## config.mk

```make
export PLATFORM = sky130hd
export DESIGN_NAME = bitmanip_unit
export DESIGN_NICKNAME = d
export VERILOG_FILES = /design/src/rtl/bitmanip_pkg.sv /design/src/rtl/bitmanip_decode.sv /design/src/rtl/bitmanip_shifter.sv /design/src/rtl/bitmanip_bitop.sv /design/src/rtl/bitmanip_unit.sv
export SDC_FILE = /design/constraint.sdc
export NUM_CORES = 1
export LEC_CHECK = 0
export ABC_CLOCK_PERIOD_IN_PS = 1700
export BUFFER_PORTS_ARGS = -buffer_cell sky130_fd_sc_hd__buf_2
export CAP_MARGIN = 20
export CORE_MARGIN = 3
export CORE_UTILIZATION = 44
export DETAILED_ROUTE_END_ITERATION = 6
export PLACE_DENSITY_LB_ADDON = 0.08
export SYNTH_ARGS = -nofsm -noshare
export SYNTH_HDL_FRONTEND = slang
export SYNTH_SLANG_ARGS = --single-unit
export TNS_END_PERCENT = 100
```

## constraint.sdc

```tcl
create_clock -name clk -period 1.7 [get_ports clk]
set_input_delay 0.34 -clock clk [delete_from_list [all_inputs] [get_ports clk]]
set_output_delay 0.34 -clock clk [all_outputs]
set_load 0.005 [all_outputs]
```

## src/rtl/bitmanip_pkg.sv

```systemverilog
package bitmanip_pkg;
  typedef enum logic [1:0] {
    GRP_SHIFT = 2'b00,
    GRP_TEST  = 2'b01,
    GRP_CLEAR = 2'b10,
    GRP_SET   = 2'b11
  } grp_e;

  typedef enum logic [2:0] {
    SK_ROL_WRAP  = 3'd0,
    SK_ROR_WRAP  = 3'd1,
    SK_ROL_CARRY = 3'd2,
    SK_ROR_CARRY = 3'd3,
    SK_SHL_ZERO  = 3'd4,
    SK_SHR_SIGN  = 3'd5,
    SK_NIBSWAP   = 3'd6,
    SK_SHR_ZERO  = 3'd7
  } shk_e;

  localparam int FLG_Z = 3;
  localparam int FLG_N = 2;
  localparam int FLG_H = 1;
  localparam int FLG_C = 0;
  localparam logic [2:0] MEM_SLOT = 3'd6;
endpackage

```

## src/rtl/bitmanip_decode.sv

```systemverilog
module bitmanip_decode
  import bitmanip_pkg::*;
#(
  parameter int CYC_W        = 5,
  parameter int CYC_REG      = 8,
  parameter int CYC_MEM_TEST = 12,
  parameter int CYC_MEM_RMW  = 16
) (
  input  logic [7:0]       opcode,
  output grp_e             grp,
  output shk_e             kind,
  output logic [2:0]       bit_sel,
  output logic [2:0]       slot,
  output logic             wr,
  output logic [CYC_W-1:0] cycles
);
  always_comb begin
    grp     = grp_e'(opcode[7:6]);
    kind    = shk_e'(opcode[5:3]);
    bit_sel = opcode[5:3];
    slot    = opcode[2:0];
    wr      = (grp != GRP_TEST);
    if (slot != MEM_SLOT)
      cycles = CYC_W'(CYC_REG);
    else if (grp == GRP_TEST)
      cycles = CYC_W'(CYC_MEM_TEST);
    else
      cycles = CYC_W'(CYC_MEM_RMW);
  end
endmodule

```

## src/rtl/bitmanip_shifter.sv

```systemverilog
module bitmanip_shifter
  import bitmanip_pkg::*;
#(
  parameter int DATA_W = 8
) (
  input  logic [DATA_W-1:0] a,
  input  shk_e              kind,
  input  logic              cin,
  output logic [DATA_W-1:0] y,
  output logic              cout
);
  localparam int HALF = DATA_W / 2;

  always_comb begin
    y    = a;
    cout = 1'b0;
    unique case (kind)
      SK_ROL_WRAP:  begin y = {a[DATA_W-2:0], a[DATA_W-1]}; cout = a[DATA_W-1]; end
      SK_ROR_WRAP:  begin y = {a[0], a[DATA_W-1:1]};        cout = a[0];        end
      SK_ROL_CARRY: begin y = {a[DATA_W-2:0], cin};         cout = a[DATA_W-1]; end
      SK_ROR_CARRY: begin y = {cin, a[DATA_W-1:1]};         cout = a[0];        end
      SK_SHL_ZERO:  begin y = {a[DATA_W-2:0], 1'b0};        cout = a[DATA_W-1]; end
      SK_SHR_SIGN:  begin y = {a[DATA_W-1], a[DATA_W-1:1]}; cout = a[0];        end
      SK_NIBSWAP:   begin y = {a[HALF-1:0], a[DATA_W-1:HALF]}; cout = 1'b0;     end
      SK_SHR_ZERO:  begin y = {1'b0, a[DATA_W-1:1]};        cout = a[0];        end
      default:      begin y = a; cout = 1'b0; end
    endcase
  end
endmodule

```

## src/rtl/bitmanip_bitop.sv

```systemverilog
module bitmanip_bitop
  import bitmanip_pkg::*;
#(
  parameter int DATA_W = 8,
  parameter int SEL_W  = $clog2(DATA_W)
) (
  input  logic [DATA_W-1:0] a,
  input  logic [SEL_W-1:0]  sel,
  input  grp_e              grp,
  output logic [DATA_W-1:0] y,
  output logic              tested
);
  logic [DATA_W-1:0] pick;

  for (genvar i = 0; i < DATA_W; i++) begin : g_pick
    assign pick[i] = (sel == SEL_W'(i));
  end

  always_comb begin
    tested = |(a & pick);
    unique case (grp)
      GRP_CLEAR: y = a & ~pick;
      GRP_SET:   y = a | pick;
      default:   y = a;
    endcase
  end
endmodule

```

## src/rtl/bitmanip_unit.sv

```systemverilog
module bitmanip_unit
  import bitmanip_pkg::*;
#(
  parameter int DATA_W       = 8,
  parameter int CYC_W        = 5,
  parameter int CYC_REG      = 8,
  parameter int CYC_MEM_TEST = 12,
  parameter int CYC_MEM_RMW  = 16
) (
  input  logic              clk,
  input  logic              rst,
  input  logic [7:0]        op_code,
  input  logic [DATA_W-1:0] src_byte,
  input  logic [3:0]        flags_in,
  output logic [DATA_W-1:0] res_byte,
  output logic [3:0]        flags_out,
  output logic [3:0]        flags_wmask,
  output logic              res_we,
  output logic [2:0]        src_slot,
  output logic [CYC_W-1:0]  cyc_count
);
  localparam int SEL_W = $clog2(DATA_W);

  grp_e             grp;
  shk_e             kind;
  logic [2:0]       bit_sel;
  logic [2:0]       slot;
  logic             wr;
  logic [CYC_W-1:0] cycles;

  logic [DATA_W-1:0] sh_y, bo_y, nxt_res;
  logic              sh_c, bo_t;
  logic [3:0]        nxt_flags, nxt_mask;

  bitmanip_decode #(
    .CYC_W(CYC_W), .CYC_REG(CYC_REG),
    .CYC_MEM_TEST(CYC_MEM_TEST), .CYC_MEM_RMW(CYC_MEM_RMW)
  ) u_dec (
    .opcode(op_code), .grp(grp), .kind(kind), .bit_sel(bit_sel),
    .slot(slot), .wr(wr), .cycles(cycles)
  );

  bitmanip_shifter #(.DATA_W(DATA_W)) u_sh (
    .a(src_byte), .kind(kind), .cin(flags_in[FLG_C]), .y(sh_y), .cout(sh_c)
  );

  bitmanip_bitop #(.DATA_W(DATA_W), .SEL_W(SEL_W)) u_bo (
    .a(src_byte), .sel(bit_sel[SEL_W-1:0]), .grp(grp), .y(bo_y), .tested(bo_t)
  );

  always_comb begin
    nxt_res   = bo_y;
    nxt_flags = flags_in;
    nxt_mask  = 4'b0000;
    unique case (grp)
      GRP_SHIFT: begin
        nxt_res          = sh_y;
        nxt_flags[FLG_Z] = (sh_y == '0);
        nxt_flags[FLG_N] = 1'b0;
        nxt_flags[FLG_H] = 1'b0;
        nxt_flags[FLG_C] = sh_c;
        nxt_mask         = 4'b1111;
      end
      GRP_TEST: begin
        nxt_flags[FLG_Z] = ~bo_t;
        nxt_flags[FLG_N] = 1'b0;
        nxt_flags[FLG_H] = 1'b1;
        nxt_mask         = 4'b1110;
      end
      default: begin
        nxt_flags = flags_in;
        nxt_mask  = 4'b0000;
      end
    endcase
  end

  always_ff @(posedge clk) begin
    if (rst) begin
      res_byte    <= '0;
      flags_out   <= '0;
      flags_wmask <= '0;
      res_we      <= 1'b0;
      src_slot    <= '0;
      cyc_count   <= '0;
    end else begin
      res_byte    <= nxt_res;
      flags_out   <= nxt_flags;
      flags_wmask <= nxt_mask;
      res_we      <= wr;
      src_slot    <= slot;
      cyc_count   <= cycles;
    end
  end

  assert_reset_clear_R1: assert property (@(posedge clk)
    rst |=> (res_byte == '0 && flags_out == '0 && flags_wmask == '0 &&
             !res_we && src_slot == '0 && cyc_count == '0));

  assert_shift_flags_R3: assert property (@(posedge clk) disable iff (rst)
    (op_code[7:6] == 2'b00) |=> (flags_wmask == 4'b1111 && !flags_out[FLG_N] &&
      !flags_out[FLG_H] && flags_out[FLG_Z] == (res_byte == '0) && res_we));

  assert_swap_carry_R4: assert property (@(posedge clk) disable iff (rst)
    (op_code[7:3] == 5'b00110) |=> !flags_out[FLG_C]);

  assert_test_nowrite_R5: assert property (@(posedge clk) disable iff (rst)
    (op_code[7:6] == 2'b01) |=> (!res_we && flags_wmask == 4'b1110 &&
      flags_out[FLG_H] && !flags_out[FLG_N] &&
      flags_out[FLG_C] == $past(flags_in[FLG_C]) && res_byte == $past(src_byte)));

  assert_flags_held_R6: assert property (@(posedge clk) disable iff (rst)
    op_code[7] |=> (flags_wmask == 4'b0000 && flags_out == $past(flags_in) && res_we));

  assert_slot_fwd_R7: assert property (@(posedge clk) disable iff (rst)
    1'b1 |=> (src_slot == $past(op_code[2:0])));

  assert_mem_cycles_R8: assert property (@(posedge clk) disable iff (rst)
    (op_code[2:0] == MEM_SLOT) |=> (cyc_count == CYC_W'(CYC_MEM_TEST) ||
                                    cyc_count == CYC_W'(CYC_MEM_RMW)));

  assert_reg_cycles_R8: assert property (@(posedge clk) disable iff (rst)
    (op_code[2:0] != MEM_SLOT) |=> (cyc_count == CYC_W'(CYC_REG)));
endmodule

```

==> flow_metrics.tcl, run 1 <==
set metrics [dict create \
    drive_gt1_share_pct 36.02 \
    maxCapViolCount 0 \
    routabilityCongestion 1.055 \
    start_util_pct 48.90 \
    die_area_um2 3586 \
    root_buffer "clkbuf_4" \
    setup_viol 0 \
    cp_slowest_stage_delay_ns 0.52 \
    wl_um 3559 \
    numCtsBuffers 3 \
    path_clk_slew_ns 0.12 \
    p_sw_w 0.0003172 \
    fin_crit_ns 1.444 \
    die_x_um 59.88 \
    syn_avg_cell_area_um2 7.984 \
    via_count 1349 \
    rows 18 \
    fin_util_pct 61.21 \
    grt_max_degree 20 \
    fin_cells 241 \
    hp-class "input port to flip-flop" \
    rsz0062_at_grt "no" \
    fmax_ghz 0.6926 \
    p_leak_nw 0.7308 \
    cts_setup_buffers 0 \
    seq_power_share_pct 49.8 \
    pwr-share-clk_pct 22.7 \
    ios 47 \
    cts_hold_buf 0 \
    hold_viol 0 \
    numClockSinks 21 \
    final_nets 234 \
    critical_path_class "input port to flip-flop" \
    grt_pass1_vias 1224 \
    ant_nets 0 \
    cts_tree "yes" \
    ys_seq_area_share_pct 32.91 \
    worstPathMaxFanout 3 \
    port_buffers 44 \
    detail_route.wl_per_cell_um 14.77 \
    drt-pass1-iter-count 4 \
    cp_cell_sequence "buf_2 -> and3_4 -> a2111oi_4 -> a21oi_1 -> or4_1 -> o22ai_1" \
    postSynthCellCount 160 \
    antenna_found_initial 0 \
    status "finished, final reports clean" \
    cp-end-kind "flip-flop" \
    synth_edf_count 0 \
    synth-seq-cells 21 \
    power_density_nw_per_um2 664.5 \
    swShare_pct 29.85 \
    power_w 0.001063 \
    worstPathArrival_ns 1.68 \
    fill_cells 233 \
    async_flop_share_pct 0 \
    grt_pass1_wl_um 5796 \
    fin_crit_sh_pct 84.93 \
    multi_input_area_um2 711.9 \
    crit_family "simple AND/OR/NAND/NOR gates" \
    vias_per_cell 5.598 \
    cts_max_path_buffers 2 \
    grt_overflow_total 0 \
    slowest_stage "or4_1" \
    maxSlewViolCount 0 \
    htreeDepth 1 \
    fp.dieH_um 59.88 \
    ir_worst_vdd_v 0.0005830 \
    critPathRequiredTime_ns 1.94 \
    path_buf_inv 1 \
    antennaDiodeCount 0 \
    final.setup.tns_ns 0 \
    area_growth_syn_to_layout_pct 25.17 \
    yosysWarningCount 0 \
    remaining_drc_errors 0 \
    cts_resized 0 \
    core-area_um2 2613 \
    dp.cells 237 \
    ff_latch_area_um2 420.4 \
    combPwrFrac_pct 27.5 \
    yosysUniqueCellTypes 41 \
    drtIter0Drc 84 \
    ys.flop_type "dfxtp_1" \
    syn-cell-area_um2 1277 \
    crit_path_start_kind "input port" \
    hpwl_um 2740 \
    track_usage_pct 21.08 \
    p_int_w 0.0007454 \
]
## sequential cells by signal (all words and copies together), names as in the netlist
signal / count
res_we: 1
flags_out: 4
src_slot: 3
flags_wmask: 2
res_byte: 8
cyc_count: 3
## path summary, 6_finish.rpt
path / startpoint / to / slack (ns) / depth (start not counted)
worst max-delay path: op_code[4] / flags_out[3] / 0.26 / 6
worst min-delay path: op_code[2] / cyc_count[3] / 0.22 / 2
## placed cells by master (no fill, tap or decap), types with 2 or more instances in the layout
cell and instances:
a21boi_0 2, a21oi_1 5, a31oi_1 9, buf_2 44, buf_4 20, clkbuf_4 3, conb_1 2, dfxtp_1 21
inv_1 2, mux2_2 2, mux2i_1 4, nand2_1 20, nand2b_1 5, nand3_1 5, nand3b_1 2, nor2_1 13
nor2b_1 5, nor3_1 3, nor3b_1 2, o211ai_1 8, o21ai_0 11, o21ai_1 4, o32ai_1 2
## metrics by stage
stage / hold WS (ns) / area (um^2) / setup slack [ns]
after global placement: 0.5397 / 1572 / -0.03563
after floorplan: 0.4401 / 1281 / 0.01025
after global routing: 0.2030 / 1599 / 0.2079
final: 0.2193 / 1599 / 0.2562
after detailed placement: 0.5453 / 1572 / -0.04855
after CTS: 0.2089 / 1599 / 0.2715
## synthesized netlist by cell type (2+ instances only)
cell type	count	area (um^2)
a21boi_0	2	15.01
a21oi_1	5	25.02
a31oi_1	9	56.30
buf_2	2	10.01
buf_4	6	45.04
buf_6	5	56.30
clkbuf_1	4	15.01
dfxtp_1	21	420.4
inv_1	2	7.510
mux2_2	2	22.52
mux2i_1	4	40.04
nand2_1	20	75.07
nand2b_1	5	31.28
nand3_1	5	25.02
nand3b_1	2	15.01
nor2_1	13	48.80
nor2b_1	5	31.28
nor3_1	3	15.01
nor3b_1	2	15.01
o211ai_1	8	60.06
o21ai_0	11	55.05
o21ai_1	4	20.02
o32ai_1	2	17.52
## metal layers
metal	up-vias	wire length, um	global-route usage, %
met1	583	1574	32.29
li1	671	-	-
met3	4	367	3.456
met5	-	0	0
met2	91	1579	29.48
met4	0	38	6.646
## power by group through the flow
stage	combinational (W)	sequential, W	clock (W)
floorplan	0.000165	0.000546	0
global placement	0.000286	0.000540	0
detailed placement	0.000288	0.000540	0
CTS	0.000289	0.000529	0.000248
global route	0.000324	0.000533	0.000274
finish	0.000292	0.000529	0.000242
## layout make-up
type	count	area share (%)
sequential	21	26.29
multi-input combinational	118	44.52
tap	30	2.347
clock inverter	1	0.3130
timing repair buffer	65	24.41
inverter	3	0.7042
clock buffer	3	1.408
## cells by family (layout without fill, tap and decap cells)
family          after synthesis  count (layout)  synth area share (%)
buf+inv                      22              72                 11.65
mux                           6               6                 4.897
compound gates               51              51                 27.52
flops                        21              21                 32.91
other cells                   1               2                0.2935
simple gates                 59              59                 22.72
Note: power is estimated with default switching activity, not from simulation.
==> run 2: changes to the inputs <==
--- a/config.mk
+++ b/config.mk
@@ -5,7 +5,7 @@
 export SDC_FILE = /design/constraint.sdc
 export NUM_CORES = 1
 export LEC_CHECK = 0
-export ABC_CLOCK_PERIOD_IN_PS = 1700
+export ABC_CLOCK_PERIOD_IN_PS = 1200
 export BUFFER_PORTS_ARGS = -buffer_cell sky130_fd_sc_hd__buf_2
 export CAP_MARGIN = 20
 export CORE_MARGIN = 3
==> constraint.sdc (replaced) <==
create_clock -name clk -period 1.2 [get_ports clk]
set_input_delay 0.24 -clock clk [delete_from_list [all_inputs] [get_ports clk]]
set_output_delay 0.24 -clock clk [all_outputs]
set_load 0.005 [all_outputs]
==> run 2 against run 1 <==
- the flow now finishes with violations (negative setup slack)
- critical path type unchanged
- die area stayed put
- combinational power is 70% higher
- clock power is 41% higher
- count of clock-buffer cells in the layout stayed put
- worst hold slack worse by 0.092 ns
- first-iteration DRC count is 20% lower
- sequential share of layout area is 3.1 points lower
- flip-flop and latch count stayed put
- final cell count is 10% higher
- critical endpoint unchanged
- worst setup slack worse by 0.35 ns
==> flow_metrics.tcl, run 2 (synthesis gave the netlist of run 1 again) <==
set metrics [dict create \
    status "finished with violations" \
    violations "negative setup slack" \
    hpwl_um 3190 \
    reg.largest.list "res_byte (8), flags_out (4)" \
    start_util_pct 48.90 \
    final_nets 259 \
    worstPathArrival_ns 1.54 \
    via_count 1441 \
    crit_path_start_kind "input port" \
    htreeDepth 1 \
    power_density_nw_per_um2 874.0 \
    numClockSinks 21 \
    grt_pass1_wl_um 6568 \
    hold_viol 0 \
    fp.dieH_um 59.88 \
    wl_um 3965 \
    ant_nets 0 \
    rsz0062_at_grt "yes" \
    drive_gt1_share_pct 43.64 \
    grt_max_degree 19 \
    cp_cell_sequence "buf_8 -> and3_4 -> a2111oi_4 -> a21oi_2 -> or4_1 -> o22ai_1" \
    core-area_um2 2613 \
    top_layer "met3" \
    fin_util_pct 69.49 \
    setup_slack_ns -0.09141 \
    ir_worst_vdd_v 0.001177 \
    largest_reg_flops 8 \
    fmax_ghz 0.7743 \
    remaining_drc_errors 0 \
    path_clk_slew_ns 0.13 \
    track_usage_pct 23.88 \
    fill_cells 230 \
    die_x_um 59.88 \
    drtIter0Drc 67 \
    worstPathMaxFanout 5 \
    drt-pass1-iter-count 4 \
    ios 47 \
    detail_route.wl_per_cell_um 14.91 \
    setup_viol 1 \
    cts_max_path_buffers 2 \
    port_buffers 44 \
    maxSlewViolCount 0 \
    grt_pass1_vias 1375 \
    cts_setup_buffers 0 \
    rows 18 \
    dr_wl_met3_um 225 \
    design_area_um2 1815 \
    root_buffer "clkbuf_4" \
    dpl-instance-area_um2 1759 \
    antennaDiodeCount 0 \
    final.setup.tns_ns -0.09141 \
    antenna_found_initial 0 \
    vias_per_cell 5.417 \
    routabilityCongestion 0.9427 \
    fin_crit_sh_pct 107.6 \
    cp_slowest_stage_delay_ns 0.51 \
    dr_wl_met2_um 1876 \
    die_area_um2 3586 \
    critical_path_class "input port to flip-flop" \
    maxCapViolCount 0 \
    fin_crit_ns 1.291 \
    grt_overflow_total 0 \
    hp-class "input port to flip-flop" \
    numCtsBuffers 3 \
    met1_length_um 1863 \
    hold_slack_ns 0.1268 \
    top_register "res_byte" \
    final_common_cell "buf_4" \
    slowest_stage "or4_1" \
    cp-end-kind "flip-flop" \
    cts_tree "yes" \
    p_leak_nw 0.8608 \
    critPathRequiredTime_ns 1.44 \
    final_cell_mix "buf_4, buf_2, dfxtp_1, nand2_1, nor2_1" \
    area_growth_syn_to_layout_pct 42.12 \
]
[run 2: routing by layer]
layer / vias up / global-route usage [%]
met5: - / 0
met4: 0 / 3.165
met3: 0 / 4.104
met2: 46 / 37.96
met1: 673 / 34.42
li1: 722 / -
[run 2: path summary, 6_finish.rpt]
check                       from            to  slack, ns  cells after the start
worst min-delay path  op_code[2]  cyc_count[3]       0.13                      2
worst max-delay path  op_code[5]  flags_out[3]      -0.09                      6
[run 2: repair_timing]
item,4_1_cts,5_1_grt
hold buffers,0,0
endpoints found under the setup margin,1,3
pin swaps,0,0
resized for setup,5,5
[run 2: metrics by stage]
step | power [W] | setup slack [ns] | instances
3_5_place_dp | 0.001245 | -0.4406 | 262
6_report | 0.001587 | -0.09141 | 266
5_1_grt | 0.001686 | -0.1014 | 266
4_1_cts | 0.001588 | -0.09114 | 266
2_1_floorplan | 0.001015 | -0.3244 | 161
3_3_place_gp | 0.001238 | -0.4032 | 262
[run 2: power breakdown]
part           internal, W  leakage (nW)  switching (W)
clock network     0.000124        0.0177       0.000218
logic             0.000251         0.669       0.000244
registers         0.000740         0.174     0.00000982
[run 2: layout make-up]
class	count	area, um^2	area share, %
multi-input cells	118	721.9	39.77
repair buffers	90	596.8	32.87
flip-flops and latches	21	420.4	23.16
well taps	30	37.54	2.068
clock buffers	3	22.52	1.241
inverters	3	11.26	0.6203
clock inverters	1	5.005	0.2757
[run 2: worst max-delay path, delay by kind of cell]
family / cells / cell delay, ns
AND/OR/NAND/NOR: 2 / 0.69
AO/OA/AOI/OAI: 3 / 0.50
buffers and inverters: 1 / 0.10
